**config.mk**
```make
export PLATFORM = sky130hd
export DESIGN_NAME = rail_supervisor
export DESIGN_NICKNAME = d
export VERILOG_FILES = /design/src/rtl/rail_sup_pkg.sv /design/src/rtl/flag_sync.sv /design/src/rtl/persist_timer.sv /design/src/rtl/rail_supervisor.sv
export SDC_FILE = /design/constraint.sdc
export NUM_CORES = 1
export LEC_CHECK = 0
export CORE_MARGIN = 2
export CORE_UTILIZATION = 30
export CTS_CLUSTER_SIZE = 25
export DETAILED_ROUTE_END_ITERATION = 7
export PLACE_DENSITY_LB_ADDON = 0.08
export RECOVER_POWER = 100
export SYNTH_ARGS = -nofsm -noshare
export SYNTH_HDL_FRONTEND = slang
export SYNTH_SLANG_ARGS = --single-unit
```
**constraint.sdc**
```tcl
create_clock -name clk_i -period 4.5 [get_ports clk_i]
set_input_delay 0.9 -clock clk_i [delete_from_list [all_inputs] [get_ports clk_i]]
set_output_delay 0.9 -clock clk_i [all_outputs]
set_load 0.02 [all_outputs]
```
**src/rtl/rail_sup_pkg.sv**
```systemverilog
package rail_sup_pkg;
  localparam int RAIL_HI  = 0;
  localparam int RAIL_LO  = 1;
  localparam int RAIL_BST = 2;
  localparam int N_BUCK   = 2;
  localparam int N_RAIL   = 3;

  function automatic int unsigned ns_to_cycles(longint unsigned hz, int unsigned ns);
    longint unsigned c;
    c = (hz / 64'd1_000_000) * longint'(ns) / 64'd1000;
    if (c < 1) c = 1;
    return int'(c);
  endfunction
endpackage

```
**src/rtl/flag_sync.sv**
```systemverilog
module flag_sync #(
  parameter int W = 1
) (
  input  logic         clk_i,
  input  logic         rst_ni,
  input  logic [W-1:0] d_i,
  output logic [W-1:0] q_o
);
  logic [W-1:0] s1, s2;
  always_ff @(posedge clk_i or negedge rst_ni) begin
    if (!rst_ni) begin
      s1 <= '0;
      s2 <= '0;
    end else begin
      s1 <= d_i;
      s2 <= s1;
    end
  end
  assign q_o = s2;
endmodule

```
**src/rtl/persist_timer.sv**
```systemverilog
module persist_timer #(
  parameter int unsigned N = 8
) (
  input  logic clk_i,
  input  logic rst_ni,
  input  logic clr_i,
  input  logic flag_i,
  output logic fire_o
);
  localparam int W = (N > 1) ? $clog2(N) : 1;
  localparam logic [W-1:0] LAST = W'(N - 1);
  logic [W-1:0] cnt;

  assign fire_o = flag_i && (cnt == LAST);

  always_ff @(posedge clk_i or negedge rst_ni) begin
    if (!rst_ni)                 cnt <= '0;
    else if (clr_i || !flag_i)   cnt <= '0;  // restart on any gap
    else if (cnt != LAST)        cnt <= cnt + 1'b1;
  end
endmodule

```
**src/rtl/rail_supervisor.sv**
```systemverilog
module rail_supervisor
  import rail_sup_pkg::*;
#(
  parameter longint unsigned CLK_HZ    = 250_000_000,
  parameter int unsigned     UV_NS     = 2000,
  parameter int unsigned     OC_CYCLES = 8
) (
  input  logic       clk_i,
  input  logic       rst_ni,
  input  logic       master_en_i,
  input  logic [1:0] rail_en_i,
  input  logic       in_uv_i,
  input  logic       over_temp_i,
  input  logic [1:0] buck_oc_i,
  input  logic [1:0] buck_uv_i,
  input  logic [1:0] buck_ov_i,
  input  logic       boost_uv_i,
  input  logic       boost_ov_i,
  output logic       standby_on_o,
  output logic [2:0] run_o,
  output logic [1:0] crowbar_o,
  output logic [2:0] force_off_o,
  output logic       fault_latched_o
);
  localparam int unsigned UV_CYC = ns_to_cycles(CLK_HZ, UV_NS);
  localparam int SW = 13;

  logic [SW-1:0] raw, syn;
  assign raw = {master_en_i, rail_en_i, in_uv_i, over_temp_i, buck_oc_i,
                buck_uv_i, buck_ov_i, boost_uv_i, boost_ov_i};

  flag_sync #(.W(SW)) u_sync (.clk_i, .rst_ni, .d_i(raw), .q_o(syn));

  logic       m_s, in_uv_s, ot_s, bst_uv_s, bst_ov_s;
  logic [1:0] en_s, oc_s, uv_s, ov_s;
  assign {m_s, en_s, in_uv_s, ot_s, oc_s, uv_s, ov_s, bst_uv_s, bst_ov_s} = syn;

  logic       clr, hard_off;
  logic [1:0] oc_fire, uv_fire;
  logic       bst_uv_fire;
  assign clr      = !m_s;
  assign hard_off = in_uv_s || ot_s;

  for (genvar i = 0; i < N_BUCK; i++) begin : g_buck_tmr
    persist_timer #(.N(OC_CYCLES)) u_oc (
      .clk_i, .rst_ni, .clr_i(clr), .flag_i(oc_s[i]), .fire_o(oc_fire[i]));
    persist_timer #(.N(UV_CYC)) u_uv (
      .clk_i, .rst_ni, .clr_i(clr), .flag_i(uv_s[i]), .fire_o(uv_fire[i]));
  end

  persist_timer #(.N(UV_CYC)) u_bst_uv (
    .clk_i, .rst_ni, .clr_i(clr), .flag_i(bst_uv_s), .fire_o(bst_uv_fire));

  logic [1:0] oc_lat;
  logic       buck_uv_lat, bst_uv_lat;

  always_ff @(posedge clk_i or negedge rst_ni) begin
    if (!rst_ni) begin
      oc_lat      <= '0;
      buck_uv_lat <= 1'b0;
      bst_uv_lat  <= 1'b0;
    end else if (clr) begin
      oc_lat      <= '0;
      buck_uv_lat <= 1'b0;
      bst_uv_lat  <= 1'b0;
    end else begin
      oc_lat      <= oc_lat | oc_fire;
      buck_uv_lat <= buck_uv_lat | (|uv_fire);
      bst_uv_lat  <= bst_uv_lat | bst_uv_fire;
    end
  end

  logic common_off;
  assign common_off = hard_off || buck_uv_lat || bst_uv_lat;

  always_comb begin
    force_off_o[RAIL_HI]  = common_off || oc_lat[RAIL_HI];
    force_off_o[RAIL_LO]  = common_off || oc_lat[RAIL_LO];
    force_off_o[RAIL_BST] = common_off || oc_lat[RAIL_HI] || bst_ov_s;
    for (int i = 0; i < N_BUCK; i++) begin
      crowbar_o[i] = m_s && ov_s[i] && !force_off_o[i];
      run_o[i]     = m_s && en_s[i] && !force_off_o[i] && !ov_s[i];
    end
    run_o[RAIL_BST] = run_o[RAIL_HI] && !force_off_o[RAIL_BST];
  end

  assign standby_on_o    = m_s && !hard_off;
  assign fault_latched_o = (|oc_lat) || buck_uv_lat || bst_uv_lat;

  // standby down means no converter runs
  a_r1_standby_gates_runs: assert property (@(posedge clk_i) disable iff (!rst_ni)
    !standby_on_o |-> run_o == 3'b000);
  // an over-current latch only rises after the flag was present
  a_r3_oc_latch_cause: assert property (@(posedge clk_i) disable iff (!rst_ni)
    $rose(oc_lat[0]) |-> $past(oc_s[0]));
  // boost undervoltage latch stops every converter
  a_r5_boost_uv_all_off: assert property (@(posedge clk_i) disable iff (!rst_ni)
    bst_uv_lat |-> (run_o == 3'b000 && crowbar_o == 2'b00));
  // a latched fault holds while the master enable stays high
  a_r6_latch_holds: assert property (@(posedge clk_i) disable iff (!rst_ni)
    (fault_latched_o && m_s) |=> fault_latched_o);
  // crowbar and run never overlap on a buck
  a_r7_crowbar_excl: assert property (@(posedge clk_i) disable iff (!rst_ni)
    (crowbar_o & run_o[1:0]) == 2'b00);
  // boost overvoltage keeps the boost stopped
  a_r8_boost_ov_stop: assert property (@(posedge clk_i) disable iff (!rst_ni)
    bst_ov_s |-> !run_o[RAIL_BST]);
  // hard shutdown forces every gate off
  a_r9_hard_off: assert property (@(posedge clk_i) disable iff (!rst_ni)
    hard_off |-> (force_off_o == 3'b111 && !standby_on_o));
endmodule

```
# Word-level counts from Yosys, hierarchy flattened
# Cells that the tools add are included.
[word_totals]
output_inout_bits = 10
word_cells = 90
inputBits = 15
ff_bits = 63
[classes]
add_sub_neg = 5
n_reduce_logical = 49
muxes = 13
n_eq_ne = 10
bitwise = 3
[op_table]
columns = ["op", "n"]
rows = [
  ["9-bit 2-to-1 mux", 6],
  ["9-bit by 1-bit adder with 9-bit output, second input constant", 3],
  ["9-bit == test, second input constant", 3],
  ["9-bit != test, second input constant", 3],
  ["1-bit logical AND", 17],
  ["1-bit logical OR", 13],
  ["1-bit logical NOT", 12],
  ["3-bit 2-to-1 mux", 4],
  ["2-bit nonzero test", 5],
  ["3-bit by 1-bit adder with 3-bit output, second input constant", 2],
  ["3-bit == test, second input constant", 2],
  ["3-bit != test, second input constant", 2],
  ["2-bit OR reduction", 2],
  ["1-bit 2-to-1 mux", 2],
  ["2-bit 2-to-1 mux", 1],
  ["1-bit bitwise OR", 2],
  ["2-bit bitwise OR", 1],
]

# Logic depth before layout (Yosys ltp)
# Gate-level depths: netlist of the first run.
[depth]
word_depth = 8
ltp_mapped = 4
depth_no_buf = 4

# Hierarchy
# From an unflattened synthesis of the first run, not the netlist that was laid out.
[unflattened]
cells_unflattened = 225
area_unflattened_um2 = 2590.0
[by_module_without_submodules]
columns = ["module", "cells_each", "n_inst", "area_per_inst_um2", "seq_area_each_um2"]
rows = [
  ["persist_timer at g_buck_tmr[0].u_uv ...", 48, 3, 461.7, 225.2],
  ["flag_sync", 26, 1, 650.6, 650.6],
  ["persist_timer at g_buck_tmr[0].u_oc ...", 13, 2, 153.9, 75.1],
  ["rail_supervisor", 29, 1, 246.5, 100.1],
]

# Worst setup path before layout of the first run
# No wires, ideal clock.
[synth_timing]
path_type = "reg-to-output"
from = "register u_sync.s2[8], in the netlist u_sync.q_o[8]"
to = "output port run_o[2]"
path_buffers = 0
stages_incl_launch_ff = 4
t_arrival_ns = 1.135
path_slack_ns = 2.465
required_ns = 3.600
cell_sequence = "dfrtp_1 -> nor2_1 -> nor4b_2 -> and4b_1"
[synth_between]
elab_chain_cells = 8
word_cells_on_any_way = 10
cone_classes = "reduce/logical: 10"
[synth_lines]
columns = ["item", "line", "rtl"]
rows = [
  ["start, declared", "flag_sync.sv:9", "logic [W-1:0] s1, s2;"],
  ["start signal, assigned", "flag_sync.sv:13", "s2 <= '0;"],
  ["start signal, assigned", "flag_sync.sv:16", "s2 <= s1;"],
  ["1-bit logical OR (*)", "rail_supervisor.sv:42", "assign hard_off = in_uv_s || ot_s;"],
  ["1-bit logical OR (*) (2 in series)", "rail_supervisor.sv:74", "assign common_off = hard_off || buck_uv_lat || bst_uv_lat;"],
  ["1-bit logical OR (*)", "rail_supervisor.sv:77, rail_supervisor.sv:79", ""],
  ["1-bit logical NOT", "rail_supervisor.sv:82", "run_o[i] = m_s && en_s[i] && !force_off_o[i] && !ov_s[i];"],
  ["1-bit logical AND (2 in series)", "rail_supervisor.sv:82", ""],
  ["1-bit logical AND (*)", "rail_supervisor.sv:84", "run_o[RAIL_BST] = run_o[RAIL_HI] && !force_off_o[RAIL_BST];"],
  ["end, declared", "rail_supervisor.sv:20", "output logic [2:0] run_o,"],
]
# Every way passes the cells marked *; elsewhere a longest branch is shown, timed or not.

# Worst setup path in the final report of the first run
# Ends and elaborated chain as after synthesis.

==> results.sh, run 1 <==
export IMPL_status="finished, violations left"
export IMPL_violations="max-capacitance violations, max-slew violations"
export IMPL_antenna_diode_count=0
export IMPL_drv_slew=41
export IMPL_required_ps=3600
export IMPL_leakage_uw=0.001352
export IMPL_r2r_start="u_sync.q_o[12]"
export IMPL_worst_pin_slew_ps=2111
export IMPL_cts_resized_gates=0
export IMPL_hold_viol=0
export IMPL_antenna_found_initial=0
export IMPL_syn_nets=238
export IMPL_m1WireLength_um=2319
export IMPL_wl_um=4649
export IMPL_post_cts_buffers=0
export IMPL_coreArea_um2=8258
export IMPL_ys_seq_area_share_pct=61.55
export IMPL_min_path_cells=0
export IMPL_die_area_um2=9292
export IMPL_r2r_cells=3
export IMPL_vias=1664
export IMPL_post_route_period_util_pct=74.94
export IMPL_grt_pass1_wl_um=8273
export IMPL_relSlewSlack_pct=-40.74
export IMPL_synth_warnings=0
export IMPL_clock_sinks=63
export IMPL_overflow=0
export IMPL_nets=273
export IMPL_numCtsBuffers=9
export IMPL_place_area_um2=2930
export IMPL_cp_max_fo=5
export IMPL_grt_pass1_vias=1700
export IMPL_irDropWorstVdd_v=0.0001809
export IMPL_yosysMostFrequentCell="dfrtp_1"
export IMPL_fp_dieW_um=96.40
export IMPL_port_buffers=24
export IMPL_reg2reg_slack_ps=2360
export IMPL_drc=0
export IMPL_critPathKind="reg2out"
export IMPL_clk_pin_slew_ps=80
export IMPL_cts_buffer_depth=2
export IMPL_area_growth_pct=21.10
export IMPL_min_period_ps=3372
export IMPL_cap_violations=1
export IMPL_setup_worst_path_end_class="output port"
export IMPL_ys_types=35
export IMPL_io_pins=25
export IMPL_fin_area_um2=3102
export IMPL_top_layer="met4"
export IMPL_synth_commonest_cells="dfrtp_1, a21oi_1, o21ai_0, nor2_1, nand2_1"
export IMPL_firstDrtPassIters=4
export IMPL_power_uw=1124
export IMPL_rsz0062_at_grt="no"
export IMPL_finClkSkew_ps=10.95
export IMPL_synth_seq_cells=63
export IMPL_htreeDepth=3
export IMPL_syn_avg_cell_area_um2=11.86
export IMPL_hold_path_end="u_sync.q_o[1]"
export IMPL_routabilityCongestion=0.7056
export IMPL_hold_class="reg2reg"
export IMPL_drive_above_1_share_pct=8.203
export IMPL_reg2reg_to="g_buck_tmr[1].u_uv.cnt[0]"
export IMPL_ant_nets=0
export IMPL_cp_data_arrival_time_ps=2470
export IMPL_min_from="u_sync.s1[1]"
export IMPL_place_ws_ps=1797
export IMPL_powerDensity_nw_per_um2=362.3
export IMPL_dr_wl_met2_um=2017
export IMPL_start_kind="flop"
export IMPL_grtUsageTotal_pct=12.09
export IMPL_synthArstFlopShare_pct=100.0
export IMPL_setup_slack_ps=1128
export IMPL_holdBufCountCts=0
export IMPL_synth_top_area_share_pct=61.55
export IMPL_root_buffer="clkbuf_8"
export IMPL_met3_length_um=205
export IMPL_syn_inst=216
export IMPL_synth_area_um2=2561
export IMPL_grt_max_degree=41
export IMPL_fmax_mhz=296.5
export IMPL_setup_viol=0
export IMPL_synth_edf_count=0
export IMPL_core_rowCount=33
export IMPL_final_core_util_pct=37.56
export IMPL_fin_tns_setup_ps=0
export IMPL_initial_core_util_pct=31.02
export IMPL_clock_latency_ps=340
export IMPL_ys_flop_type="dfrtp_1"
export IMPL_dp_hpwl_um=3151
export IMPL_yosys_area_top_type="dfrtp_1"
export IMPL_cts_tree="built"
export IMPL_avgViaCountPerCell=4.609
export IMPL_die_h_um=96.40
export IMPL_synth_area_leaders="dfrtp_1, a21oi_1, ha_1"
export IMPL_drt_iter0_drc=91
export IMPL_wl_per_cell_um=12.88
routing by layer:
metal	vias to the layer above	track usage [%]
met5	-	0
met4	0	6.455
met3	7	4.655
met2	26	16.03
met1	790	16.87
li1	841	-
cells by family (layout without fill, tap and decap cells):
family,Yosys count,count (layout),synth area share [%]
buffers and inverters,6,46,0.9281
XOR/XNOR,8,8,2.736
flip-flops,63,63,61.55
adder cells (fa/ha/maj),7,7,3.419
multiplexers,7,7,2.833
AND/OR/NAND/NOR,86,86,20.32
AO/OA/AOI/OAI,39,39,8.207
flip-flops by register name (all words and copies together), names as in the netlist:
| name | cells |
|---|---|
| u_sync.q_o | 13 |
| buck_uv_lat | 1 |
| g_buck_tmr.u_uv.cnt | 18 |
| bst_uv_lat | 1 |
| u_bst_uv.cnt | 9 |
| u_sync.s1 | 13 |
| g_buck_tmr.u_oc.cnt | 6 |
| oc_lat | 2 |
per-stage QoR:
step | std cells | hold slack [ps]
global placement | 345 | 331.6
finish | 361 | 343.1
CTS | 361 | 349.2
floorplan | 216 | 331.2
global route | 361 | 358.1
detailed placement | 345 | 334.7
layout make-up:
| type | instances | area, µm² |
|---|---|---|
| Clock buffer | 9 | 123.9 |
| Timing Repair Buffer | 25 | 241.5 |
| Inverter | 5 | 18.77 |
| Multi-Input combinational cell | 147 | 937.1 |
| Clock inverter | 7 | 72.57 |
| Sequential cell | 63 | 1577 |
| Tap cell | 105 | 131.4 |
| Fill cell | 842 | 5156 |
worst max path at each step:
stage / start / end / slack (ps) / depth (start not counted)
after global placement: u_sync.q_o[8] / run_o[2] / 1800 / 4
after detailed placement: u_sync.q_o[8] / run_o[2] / 1800 / 4
after floorplan: u_sync.q_o[8] / run_o[2] / 2470 / 3
after global routing: u_sync.q_o[8] / run_o[2] / 950 / 4
final: u_sync.q_o[8] / run_o[2] / 1130 / 4
after CTS: u_sync.q_o[8] / run_o[2] / 1400 / 4
critical path, cell delays in order, from the launching register on:
cell and delay (ps):
dfrtp_1 360, nor2_1 160, nor4b_1 660, and4b_1 290, dlygate4sd3_1 670
power breakdown:
group / internal, µW / leakage, µW / switching [µW] / total (µW)
clock network: 256 / 0.0000956 / 231 / 487
registers: 582 / 0.000815 / 9.21 / 591
logic: 19.1 / 0.000442 / 26.7 / 45.8
cell usage in the layout, fill, tap and decap left out, types with 2 or more instances in the layout:
cell type	netlist	layout
or3_1	11	11
nand3_1	11	11
nand4_1	5	5
and3_1	4	4
nor3_1	4	4
and4b_1	2	2
and2_1	2	2
nand2b_1	5	5
nand2_1	13	14
clkbuf_8	0	9
a211o_1	2	2
xor2_1	5	5
nor2b_1	4	4
mux2i_1	5	5
o21ai_0	15	15
mux2_2	2	2
dlygate4sd3_1	0	22
a21oi_1	19	19
dfrtp_1	63	63
nor2_1	14	14
and4_1	2	2
xnor2_1	3	3
ha_1	7	7
clkinv_2	0	2
inv_1	5	5
clkinvlp_4	0	2
(Power assumes the default switching activity.)
==> run 2, diff against run 1 <==
==> constraint.sdc (replaced) <==
create_clock -name clk_i -period 3.4 [get_ports clk_i]
set_input_delay 0.68 -clock clk_i [delete_from_list [all_inputs] [get_ports clk_i]]
set_output_delay 0.68 -clock clk_i [all_outputs]
set_load 0.02 [all_outputs]
==> results.sh, run 2 (synthesis results as in run 1) <==
export IMPL_irDropWorstVdd_v=0.0002113
export IMPL_die_h_um=96.40
export IMPL_worst_pin_slew_ps=2042
export IMPL_antenna_found_initial=0
export IMPL_top_register="g_buck_tmr.u_uv.cnt"
export IMPL_numCtsBuffers=9
export IMPL_port_buffers=24
export IMPL_fmax_mhz=340.7
export IMPL_cts_tree="built"
export IMPL_dp_cells=347
export IMPL_holdBufCountCts=0
export IMPL_io_pins=25
export IMPL_grt_pass1_vias=1628
export IMPL_cp_top_family="buffers and inverters"
export IMPL_grt_max_degree=40
export IMPL_drive_above_1_share_pct=8.527
export IMPL_clock_latency_ps=340
export IMPL_seq_power_share_pct=50.0
export IMPL_drt_iter0_drc=54
export IMPL_critPathMaxStageDelay_ps=670
export IMPL_wl_um=4520
export IMPL_setup_worst_path_end_class="output port"
export IMPL_rsz0062_at_grt="no"
export IMPL_hold_class="reg2reg"
export IMPL_clock_sinks=63
export IMPL_comb_power_share_pct=4.0
export IMPL_post_route_period_util_pct=86.32
export IMPL_setup_viol=0
export IMPL_cts_buffer_depth=2
export IMPL_min_period_ps=2935
export IMPL_antenna_diode_count=0
export IMPL_cpMaxStageDelayCell="dlygate4sd3_1"
export IMPL_ant_nets=0
export IMPL_coreArea_um2=8258
export IMPL_powerDensity_nw_per_um2=497.4
export IMPL_die_area_um2=9292
export IMPL_clk_pin_slew_ps=80
export IMPL_place_area_um2=2945
export IMPL_worst_path_buf_inv=2
export IMPL_wl_per_cell_um=12.45
export IMPL_status="finished, violations left"
export IMPL_critPathKind="reg2out"
export IMPL_leakage_uw=0.001360
export IMPL_cp_cell_sequence="clkbuf_1 -> and2_0 -> and4b_1 -> dlygate4sd3_1"
export IMPL_fin_tns_setup_ps=0
export IMPL_post_cts_buffers=0
export IMPL_grtUsageTotal_pct=11.43
export IMPL_nets=275
export IMPL_root_buffer="clkbuf_8"
export IMPL_drv_slew=40
export IMPL_firstDrtPassIters=4
export IMPL_clkPwrFrac_pct=46.0
export IMPL_vias=1693
export IMPL_htreeDepth=3
export IMPL_overflow=0
export IMPL_initial_core_util_pct=31.02
export IMPL_layout_commonest_cell="dfrtp_1"
export IMPL_routabilityCongestion=0.7146
export IMPL_layout_common_cells="dfrtp_1, dlygate4sd3_1, a21oi_1"
export IMPL_violations="max-capacitance violations, max-slew violations"
export IMPL_cts_resized_gates=0
export IMPL_fp_dieW_um=96.40
export IMPL_relSlewSlack_pct=-36.15
export IMPL_final_core_util_pct=38.00
export IMPL_grt_pass1_wl_um=7879
export IMPL_drc=0
export IMPL_cap_violations=1
export IMPL_cp_max_fo=15
export IMPL_avgViaCountPerCell=4.664
export IMPL_switching_share_pct=22.54
export IMPL_fin_area_um2=3138
export IMPL_p_sw_uw=351.9
export IMPL_core_rowCount=33
export IMPL_largest_register_ffs=18
export IMPL_area_growth_pct=22.52
export IMPL_required_ps=2720
export IMPL_p_int_uw=1209
export IMPL_finClkSkew_ps=10.12
export IMPL_start_kind="flop"
export IMPL_fin_cells=363
export IMPL_dp_hpwl_um=3069
export IMPL_hold_viol=0
export IMPL_cp_data_arrival_time_ps=2250
run 2: cell types whose count changed in the layout (fill, tap and decap cells not counted), sizes merged:
cell	change
dlygate4sd3	-1
clkdlybuf4s50	+1
bufinv	+1
inv	-1
clkbuf	+2
run 2: per-layer routing:
layer	up-vias	GRT usage, %	share of wire [%]
li1	849	-	-
met1	808	15.22	50
met2	26	16.32	43
met3	10	3.336	3.7
met4	0	7.042	2.8
met5	-	0	0
run 2: worst reg2reg max path, delay by kind of cell, from the launching register on:
| family | cells | cell delay, ps |
|---|---|---|
| flops | 1 | 320 |
| buf+inv | 1 | 460 |
| mux | 1 | 410 |
| simple gates | 2 | 1020 |
run 2: area by class of cell:
class                   count  area, µm²
fillers                   821       5120
flip-flops and latches     63       1577
multi-input cells         147      943.4
repair buffers             27      246.5
well taps                 105      131.4
clock buffers               9      123.9
clock inverters             7      97.59
inverters                   5      18.77
run 2: worst paths after layout:
path                           startpoint                        end  slack, ps  cells after the start
min                          u_sync.s1[1]              u_sync.q_o[1]        340                      0
max in group asynchronous          rst_ni             u_sync.q_o[12]       1190                      2
min reg2reg                  u_sync.s1[1]              u_sync.q_o[1]        340                      0
max                        u_sync.q_o[12]                   run_o[1]        470                      4
min in group asynchronous          rst_ni            u_bst_uv.cnt[1]        710                      2
max reg2reg                u_sync.q_o[12]  g_buck_tmr[1].u_uv.cnt[1]       1080                      4
run 2: metrics by stage:
| stage | worst slack, ps | power (µW) | hold WS, ps |
|---|---|---|---|
| 6_report | 465.2 | 1561 | 342.3 |
| 3_5_place_dp | 931.3 | 867.0 | 335.5 |
| 2_1_floorplan | 1585 | 818.7 | 331.2 |
| 3_3_place_gp | 940.3 | 867.3 | 331.3 |
| 5_1_grt | 266.2 | 1640 | 352.4 |
| 4_1_cts | 538.1 | 1596 | 335.4 |
run 2: power groups by stage:
stage | Clock, µW | Sequential [µW] | Combinational, µW
global placement | 0 | 795 | 72.3
finish | 718 | 780 | 63.0
floorplan | 0 | 793 | 25.9
detailed placement | 0 | 795 | 72.1
CTS | 743 | 780 | 72.6
global route | 784 | 782 | 73.7
==> run 3, diff against run 2 <==
--- a/config.mk
+++ b/config.mk
@@ -5,9 +5,9 @@
 export SDC_FILE = /design/constraint.sdc
 export NUM_CORES = 1
 export LEC_CHECK = 0
+export ABC_CLOCK_PERIOD_IN_PS = 3000
 export CORE_MARGIN = 2
 export CORE_UTILIZATION = 30
-export CTS_CLUSTER_SIZE = 25
 export DETAILED_ROUTE_END_ITERATION = 7
 export PLACE_DENSITY_LB_ADDON = 0.08
 export RECOVER_POWER = 100
==> constraint.sdc (replaced) <==
create_clock -name clk_i -period 3 [get_ports clk_i]
set_input_delay 0.6 -clock clk_i [delete_from_list [all_inputs] [get_ports clk_i]]
set_output_delay 0.6 -clock clk_i [all_outputs]
set_load 0.02 [all_outputs]
==> results.sh, run 3 (synthesis results as in run 1) <==
export IMPL_status="finished, violations left"
export IMPL_violations="max-capacitance violations, max-slew violations"
export IMPL_cpMaxStageDelayCell="dlygate4sd3_1"
export IMPL_overflow=0
export IMPL_r2r_cells=4
export IMPL_leakage_uw=0.001379
export IMPL_dp_hpwl_um=3181
export IMPL_fin_tns_setup_ps=0
export IMPL_nFillCells=845
export IMPL_layout_commonest_cell="dfrtp_1"
export IMPL_nets=275
export IMPL_min_period_ps=2779
export IMPL_crit_cells=4
export IMPL_cts_resized_gates=0
export IMPL_critPathKind="reg2out"
export IMPL_clock_latency_ps=330
export IMPL_worst_pin_slew_ps=1614
export IMPL_largest_register_ffs=18
export IMPL_crit_start="u_sync.q_o[8]"
export IMPL_cts_tree="built"
export IMPL_cp_top_family="simple AND/OR/NAND/NOR gates"
export IMPL_holdBufCountCts=0
export IMPL_port_buffers=24
export IMPL_rsz0062_at_grt="no"
export IMPL_required_ps=2400
export IMPL_fmax_mhz=359.8
export IMPL_multiInputGateArea_um2=943.4
export IMPL_worst_path_buf_inv=1
export IMPL_cts_buffer_depth=2
export IMPL_reg2reg_to="g_buck_tmr[1].u_uv.cnt[0]"
export IMPL_clock_sinks=63
export IMPL_root_buffer="clkbuf_8"
export IMPL_cp_cell_sequence="nor2_1 -> nor4b_2 -> and3_1 -> dlygate4sd3_1"
export IMPL_cap_violations=1
export IMPL_ant_nets=0
export IMPL_place_area_um2=2945
export IMPL_area_growth_pct=23.79
export IMPL_top_register="g_buck_tmr.u_uv.cnt"
export IMPL_vias=1687
export IMPL_finClkSkew_ps=9.809
export IMPL_wl_per_cell_um=12.71
export IMPL_grtUsageTotal_pct=11.47
export IMPL_cp_max_fo=5
export IMPL_post_cts_buffers=0
export IMPL_wl_um=4612
export IMPL_min_path_cells=0
export IMPL_firstDrtPassIters=4
export IMPL_routabilityCongestion=0.6984
export IMPL_fin_area_um2=3171
export IMPL_die_h_um=96.40
export IMPL_powerDensity_nw_per_um2=593.4
export IMPL_min_from="u_sync.s1[1]"
export IMPL_clk_pin_slew_ps=80
export IMPL_setup_viol=0
export IMPL_reg2reg_slack_ps=660
export IMPL_irDropWorstVdd_v=0.0002743
export IMPL_regArea_um2=1577
export IMPL_relSlewSlack_pct=-7.624
export IMPL_drt_iter0_drc=56
export IMPL_core_rowCount=33
export IMPL_antenna_diode_count=0
export IMPL_drive_above_1_share_pct=8.527
export IMPL_initial_core_util_pct=31.02
export IMPL_start_kind="flop"
export IMPL_die_area_um2=9292
export IMPL_cp_data_arrival_time_ps=2180
export IMPL_antenna_found_initial=0
export IMPL_io_pins=25
export IMPL_fp_dieW_um=96.40
export IMPL_r2r_start="u_sync.q_o[12]"
export IMPL_drv_slew=31
export IMPL_grt_max_degree=31
export IMPL_post_route_period_util_pct=92.64
export IMPL_grt_pass1_wl_um=7948
export IMPL_hold_viol=0
export IMPL_avgViaCountPerCell=4.647
export IMPL_grt_pass1_vias=1645
export IMPL_hold_class="reg2reg"
export IMPL_drc=0
export IMPL_setup_worst_path_end_class="output port"
export IMPL_layout_common_cells="dfrtp_1, dlygate4sd3_1, a21oi_1"
export IMPL_htreeDepth=3
export IMPL_crit_path_end="run_o[0]"
export IMPL_critPathMaxStageDelay_ps=670
export IMPL_coreArea_um2=8258
export IMPL_numCtsBuffers=9
==> run 3: cell count changes in the layout (fill, tap and decap cells not counted), sizes merged <==
cell / previous run / this run
clkbuf: 12 / 15
clkinv: 3 / 2
clkinvlp: 2 / 0
clkdlybuf4s50: 2 / 1
buf: 1 / 0
bufinv: 2 / 3
dlygate4sd3: 21 / 22
==> run 3: cell type report <==
type	count	share of cell area [%]
clock buffers	11	4.775
clock inverters	5	3.275
inverters	5	0.5919
multi-input cells	147	29.76
flip-flops and latches	63	49.72
well taps	105	4.144
repair buffers	27	7.735
==> run 3: stage by stage <==
step	worst slack, ps	total power [µW]	hold slack (ps)	cells	utilization, %
after global placement	626.8	983.4	332.4	347	35.67
final	220.9	1881	340.9	363	38.39
after CTS	191.2	1925	317.0	363	38.76
after floorplan	1265	927.8	304.4	216	-
after global routing	54.64	1974	354.5	363	38.39
after detailed placement	575.2	983.3	334.7	347	35.67
==> run 3: how the worst min path moves through the flow <==
stage,slack [ps],end
finish,340,u_sync.q_o[1]
CTS,320,u_sync.q_o[1]
floorplan,300,bst_uv_lat
global placement,330,u_sync.q_o[2]
detailed placement,330,u_sync.q_o[10]
global route,350,u_sync.q_o[6]
==> run 3: where the power goes <==
group	internal, µW	total, µW	switching [µW]	leakage (µW)
registers	873	884	11.5	0.000815
logic	28.7	71.5	42.9	0.000435
clock network	597	925	328	0.000130
==> run 3: worst reg2reg max path: stages, from the launching register on <==
cell	delay (ps)
dfrtp_1	350
clkbuf_1	460
nand2_1	350
nor4_1	670
mux2_2	400
==> run 3: metal layers <==
layer  wire [µm]  global-route usage, %
met1        2362                  15.76
met2        2008                  16.38
met3         141                  2.870
met4         100                  6.690
met5           0                      0
